--- src/rtl/pmic_irq_pkg.sv ---
package pmic_irq_pkg;

    localparam int BANK_W    = 8;
    localparam int NUM_BANKS = 3;
    localparam int SRC_N     = BANK_W * NUM_BANKS;
    localparam int ADDR_W    = 4;

    localparam logic [ADDR_W-1:0] STS_BASE  = 4'h0;
    localparam logic [ADDR_W-1:0] LMSK_BASE = 4'h4;
    localparam logic [ADDR_W-1:0] CMSK_BASE = 4'h8;

    // sources that can never latch
    localparam logic [SRC_N-1:0] RSV_SRC = 24'h80_1000;

    typedef enum logic [1:0] {
        RG_NONE = 2'd0,
        RG_STS  = 2'd1,
        RG_LMSK = 2'd2,
        RG_CMSK = 2'd3
    } reg_kind_e;

    typedef struct packed {
        reg_kind_e   kind;
        logic [1:0]  bank;
    } reg_sel_t;

    function automatic reg_sel_t decode_addr(input logic [ADDR_W-1:0] a);
        reg_sel_t s;
        s.kind = RG_NONE;
        s.bank = 2'd0;
        for (int b = 0; b < NUM_BANKS; b++) begin
            if (a == STS_BASE + ADDR_W'(b)) begin
                s.kind = RG_STS;  s.bank = 2'(b);
            end
            if (a == LMSK_BASE + ADDR_W'(b)) begin
                s.kind = RG_LMSK; s.bank = 2'(b);
            end
            if (a == CMSK_BASE + ADDR_W'(b)) begin
                s.kind = RG_CMSK; s.bank = 2'(b);
            end
        end
        return s;
    endfunction

endpackage

--- src/rtl/pmic_irq_decode.sv ---
module pmic_irq_decode
    import pmic_irq_pkg::*;
#(
    parameter int NB = NUM_BANKS
) (
    input  logic              clk,
    input  logic              rst,
    input  logic              wr_en_i,
    input  logic [ADDR_W-1:0] addr_i,
    output reg_sel_t          sel_o,
    output logic              clear_all_o,
    output logic [NB-1:0]     lmsk_we_o,
    output logic [NB-1:0]     cmsk_we_o
);

    always_comb begin
        sel_o       = decode_addr(addr_i);
        clear_all_o = wr_en_i && (sel_o.kind == RG_STS);
        lmsk_we_o   = '0;
        cmsk_we_o   = '0;
        for (int b = 0; b < NB; b++) begin
            if (wr_en_i && sel_o.bank == 2'(b)) begin
                lmsk_we_o[b] = (sel_o.kind == RG_LMSK);
                cmsk_we_o[b] = (sel_o.kind == RG_CMSK);
            end
        end
    end

    // at most one mask register written per cycle
    assert_one_mask_we_R7: assert property (@(posedge clk) disable iff (rst)
        $onehot0({lmsk_we_o, cmsk_we_o}));

endmodule

--- src/rtl/pmic_irq_bank.sv ---
module pmic_irq_bank
    import pmic_irq_pkg::*;
#(
    parameter int          W   = BANK_W,
    parameter logic [W-1:0] RSV = '0
) (
    input  logic         clk,
    input  logic         rst,
    input  logic [W-1:0] evt_i,
    input  logic         clear_i,
    input  logic         lmsk_we_i,
    input  logic         cmsk_we_i,
    input  logic [W-1:0] wdata_i,
    output logic [W-1:0] status_o,
    output logic [W-1:0] lmsk_o,
    output logic [W-1:0] cmsk_o,
    output logic         irq_o
);

    logic [W-1:0] status_q, lmsk_q, cmsk_q;
    logic [W-1:0] accept;

    assign accept = evt_i & ~cmsk_q & ~RSV;

    always_ff @(posedge clk) begin
        if (rst) begin
            status_q <= '0;
            lmsk_q   <= '1;
            cmsk_q   <= '1;
        end else begin
            // new events are OR-ed after the clear so they survive it
            status_q <= (clear_i ? '0 : status_q) | accept;
            if (lmsk_we_i) lmsk_q <= wdata_i;
            if (cmsk_we_i) cmsk_q <= wdata_i;
        end
    end

    assign status_o = status_q;
    assign lmsk_o   = lmsk_q;
    assign cmsk_o   = cmsk_q;
    assign irq_o    = |(status_q & ~lmsk_q);

    assert_rsv_zero_R6: assert property (@(posedge clk) disable iff (rst)
        (status_q & RSV) == '0);

    assert_clear_keeps_new_R5: assert property (@(posedge clk) disable iff (rst)
        clear_i |=> status_q == $past(evt_i & ~cmsk_q & ~RSV));

    assert_clear_idle_R4: assert property (@(posedge clk) disable iff (rst)
        (clear_i && evt_i == '0) |=> status_q == '0);

    assert_status_hold_R9: assert property (@(posedge clk) disable iff (rst)
        (!clear_i && evt_i == '0) |=> $stable(status_q));

endmodule

--- src/rtl/pmic_irq_rdmux.sv ---
module pmic_irq_rdmux
    import pmic_irq_pkg::*;
#(
    parameter int NB = NUM_BANKS,
    parameter int W  = BANK_W
) (
    input  reg_sel_t        sel_i,
    input  logic [NB*W-1:0] status_i,
    input  logic [NB*W-1:0] lmsk_i,
    input  logic [NB*W-1:0] cmsk_i,
    output logic [W-1:0]    rdata_o
);

    always_comb begin
        rdata_o = '0;
        for (int b = 0; b < NB; b++) begin
            if (sel_i.bank == 2'(b)) begin
                unique case (sel_i.kind)
                    RG_STS:  rdata_o = status_i[b*W +: W];
                    RG_LMSK: rdata_o = lmsk_i[b*W +: W];
                    RG_CMSK: rdata_o = cmsk_i[b*W +: W];
                    default: rdata_o = '0;
                endcase
            end
        end
    end

endmodule

--- src/rtl/pmic_irq_agg.sv ---
module pmic_irq_agg
    import pmic_irq_pkg::*;
(
    input  logic              clk,
    input  logic              rst,
    input  logic [SRC_N-1:0]  evt_i,
    input  logic              wr_en_i,
    input  logic [ADDR_W-1:0] addr_i,
    input  logic [BANK_W-1:0] wdata_i,
    output logic [BANK_W-1:0] rdata_o,
    output logic              irq_o
);

    localparam int NB = NUM_BANKS;
    localparam int W  = BANK_W;

    reg_sel_t          sel;
    logic              clear_all;
    logic [NB-1:0]     lmsk_we, cmsk_we, bank_irq;
    logic [NB*W-1:0]   status_all, lmsk_all, cmsk_all;

    pmic_irq_decode #(.NB(NB)) u_dec (
        .clk        (clk),
        .rst        (rst),
        .wr_en_i    (wr_en_i),
        .addr_i     (addr_i),
        .sel_o      (sel),
        .clear_all_o(clear_all),
        .lmsk_we_o  (lmsk_we),
        .cmsk_we_o  (cmsk_we)
    );

    for (genvar b = 0; b < NB; b++) begin : g_bank
        pmic_irq_bank #(
            .W  (W),
            .RSV(RSV_SRC[b*W +: W])
        ) u_bank (
            .clk      (clk),
            .rst      (rst),
            .evt_i    (evt_i[b*W +: W]),
            .clear_i  (clear_all),
            .lmsk_we_i(lmsk_we[b]),
            .cmsk_we_i(cmsk_we[b]),
            .wdata_i  (wdata_i),
            .status_o (status_all[b*W +: W]),
            .lmsk_o   (lmsk_all[b*W +: W]),
            .cmsk_o   (cmsk_all[b*W +: W]),
            .irq_o    (bank_irq[b])
        );
    end

    pmic_irq_rdmux #(.NB(NB), .W(W)) u_rd (
        .sel_i   (sel),
        .status_i(status_all),
        .lmsk_i  (lmsk_all),
        .cmsk_i  (cmsk_all),
        .rdata_o (rdata_o)
    );

    assign irq_o = |bank_irq;

    assert_irq_masked_R3: assert property (@(posedge clk) disable iff (rst)
        (&lmsk_all) |-> !irq_o);

    assert_irq_needs_status_R3: assert property (@(posedge clk) disable iff (rst)
        irq_o |-> (status_all != '0));

endmodule

--- config.mk ---
export PLATFORM = sky130hd
export DESIGN_NAME = pmic_irq_agg
export DESIGN_NICKNAME = d
export VERILOG_FILES = /design/src/rtl/pmic_irq_pkg.sv /design/src/rtl/pmic_irq_decode.sv /design/src/rtl/pmic_irq_bank.sv /design/src/rtl/pmic_irq_rdmux.sv /design/src/rtl/pmic_irq_agg.sv
export SDC_FILE = /design/constraint.sdc
export NUM_CORES = 1
export LEC_CHECK = 0
export CORE_MARGIN = 4
export CORE_UTILIZATION = 40
export CTS_BUF_LIST = sky130_fd_sc_hd__clkbuf_8
export DETAILED_ROUTE_END_ITERATION = 12
export PLACE_DENSITY = 0.65
export SYNTH_ARGS = -nofsm -noshare
export SYNTH_HDL_FRONTEND = slang
export SYNTH_SLANG_ARGS = --single-unit
--- constraint.sdc ---
create_clock -name clk -period 1.5 [get_ports clk]
set_input_delay 0.225 -clock clk [delete_from_list [all_inputs] [get_ports clk]]
set_output_delay 0.225 -clock clk [all_outputs]
set_load 0.01 [all_outputs]
==> run summary <==
Clock transition at path regs: 0.08 ns
Number of synthesized register bits: 70
Overflow after GRT: 0
# setup viols final: 9
Setup Skew: 0.005065 ns
Syn nets: 484
Initial antenna violation count: 0
Setup TNS: -2.183 ns
CTS tree: done
Min cycle time layout: 1.936 ns
Pin count of the biggest net entering global routing: 71
Area delta synth->final: 55.77%
Seq/Total Area, Yosys: 39.86%
P per Cell Area: 793.5 nW/um2
Remaining DRCs: 0
DR iter-0 viols: 227
Area leader, netlist: dfxtp_1
Hold WC Path Type: input port to register
Total GRT Usage: 26.00%
Vias in the first global route: 3939
Worst reg2reg startpoint: g_bank[0].u_bank.status_o[4]
CTS Buf Count: 9
Fraction of registers with async set/reset: 0%
CP Data Arrival Time: 1.71 ns
IR Drop Worst-Case VDD: 555.0 uV
Post-synth EDFFs: 0
Inserted Diodes: 0
Detail Route Antenna Nets: 0
Synth Instances: 445
CTS Hold Bufs: 0
DP Area: 4826 um2
Share of Yosys cell area claimed by the top area cell type: 39.86%
Final Worst Setup Slack: -0.4361 ns
PortBufs: 45
Worst setup EP type: output port
Count of pins over their slew limit: 0
Commonest non-fill, non-tap cells in the layout: 116 x buf_4, 94 x nand2_1, 51 x dfxtp_1
Worst Tran Pin Value: 0.4294 ns
IO Count: 48
Root Buffer: clkbuf_8
RSZ-0062 raised after global routing: true
H-tree lvl count: 3
Critical Setup Path Class: register to output port
Clk Latency, worst-skew pair: 0.35 ns
Highest clock rate: 0.5165 GHz
YS warnings: 0
Initial Util: 41.95%
Max Used Layer: met4
DRT Wirelength: 13.27 mm
Num Clock Sinks: 70
Core Region: 8382 um2
Final #Nets: 647
Synth Flop Type: dfxtp_1
Startpoint types: register
Hold endpoint: g_bank[0].u_bank.status_o[3]
Design area: 5477 um2
Post-DP HPWL: 9.524 mm
Die Ht: 101.8 um
Post-Place Worst Slack: -1.131 ns
WL met3: 803 um
Die Footprint: 10350 um2
FF-to-FF path depth: 5
Worst reg-to-reg setup slack: 0.50 ns
Vias/cell: 5.471
Max_cap viols: 0
First-pass GRT wire length: 20.31 mm
Syn_area_per_cell: 7.901 um2
Failing checks: negative setup slack
Top cells by area, synth: dfxtp_1 40%, nand2_1 10%, nand3b_1 9.8%
Distinct cell type count after synthesis: 51
Worst hold path depth: 3
Status: finished with violations
Worst slew margin: 71.28%
Max FO, Critical Path: 3
Beginning of the worst hold path: rst
CP required: 1.27 ns
R2R Path End: g_bank[0].u_bank.status_o[4]
Synthesized area: 3516 um2
Share of cells above drive strength 1: 36.70%
DR pass1 iterations: 5
Vias post-DR: 3928
Leakage: 2.429 nW
RePlAce Congestion: 0.9596
WL met2: 6.412 mm
M1 WL: 5.606 mm
Commonest non-fill, non-tap cell in the layout: buf_4
WL per Instance: 18.48 um
Final Hold Viols: 0
Post-route clock period utilization: 129.1%
# rows: 33
Die width: 101.8 um
CTS max path bufs: 2
[kinds of logic (layout without fill, tap and decap cells)]
| logic type | count (synthesis) | in the layout | synth area share (%) |
|---|---|---|---|
| AND/OR/NAND/NOR | 238 | 238 | 35.30 |
| AO/OA/AOI/OAI | 81 | 81 | 15.55 |
| flip-flops | 70 | 70 | 39.86 |
| buffers and inverters | 44 | 212 | 5.800 |
| multiplexers | 10 | 10 | 2.954 |
| adder cells (fa/ha/maj) | 1 | 1 | 0.2847 |
| XOR/XNOR | 1 | 1 | 0.2492 |
[layout make-up]
type | count | area, um2
sequential | 70 | 1428
fill | 715 | 2905
clock inverter | 5 | 57.56
inverter | 21 | 80.08
tap | 105 | 131.4
clock buffer | 11 | 151.4
multi-input combinational | 331 | 2146
timing repair buffer | 175 | 1483
[flip-flops by register name, indices dropped and copies added (netlist names)]
name                    count
g_bank.u_bank.cmsk_o       24
g_bank.u_bank.lmsk_o       24
g_bank.u_bank.status_o     22
[power breakdown]
part / total, mW / internal (mW) / switching, mW
Clock: 1.62 / 0.856 / 0.766
Sequential: 1.93 / 1.89 / 0.0316
Combinational: 0.798 / 0.431 / 0.367
[worst max-delay path: stages (launching register included)]
cell and delay [ns]:
dfxtp_2 0.39, o22ai_1 0.10, a2111oi_2 0.39, buf_4 0.19, nand4_1 0.11, buf_2 0.18
[per-layer routing]
| metal | track usage, % | up-vias |
|---|---|---|
| met3 | 4.959 | 38 |
| met5 | 0 | - |
| met2 | 44.82 | 164 |
| met4 | 9.305 | 0 |
| li1 | - | 1862 |
| met1 | 32.25 | 1864 |
[worst max-delay path by stage]
stage,slack [ns],start,cells past startpoint,to
2_1_floorplan,0.01,addr_i[3],5,rdata_o[2]
3_3_place_gp,-1.11,addr_i[2],6,rdata_o[2]
3_5_place_dp,-1.13,addr_i[2],6,rdata_o[2]
4_1_cts,-0.39,g_bank[1].u_bank.lmsk_o[1],6,irq_o
5_1_grt,-0.49,g_bank[1].u_bank.lmsk_o[1],6,irq_o
6_report,-0.44,g_bank[0].u_bank.lmsk_o[4],5,irq_o
[stage by stage]
step | hold slack [ns] | utilization [%] | power (mW) | cells
after floorplan | 0.3428 | - | 2.261 | 445
after global placement | 0.4615 | 57.58 | 2.637 | 684
after detailed placement | 0.4629 | 57.58 | 2.640 | 684
after CTS | 0.3265 | 64.53 | 4.338 | 716
after global routing | 0.3243 | 65.34 | 4.501 | 718
final | 0.3289 | 65.34 | 4.346 | 718
[synth_stat cells, types with 3 or more instances]
master    number
nand2_1       96
dfxtp_1       70
nand3b_1      46
nor2_1        39
a21oi_1       27
nor2b_1       27
inv_1         20
o22ai_1       14
clkbuf_1      10
buf_2          7
mux2i_1        7
nand3_1        7
o21ai_0        7
nand2b_1       6
a221oi_1       5
a211o_1        4
a311oi_1       3
and2b_1        3
buf_6          3
mux2_2         3
o221ai_1       3
o31a_1         3
[what timing repair did]
item                                    CTS  global route
setup buffers                            16             3
endpoints found under the setup margin   77            10
gates cloned                              1             0
resized for setup                       122            23
pin swaps                                22            20
(Power assumes the default switching activity.)
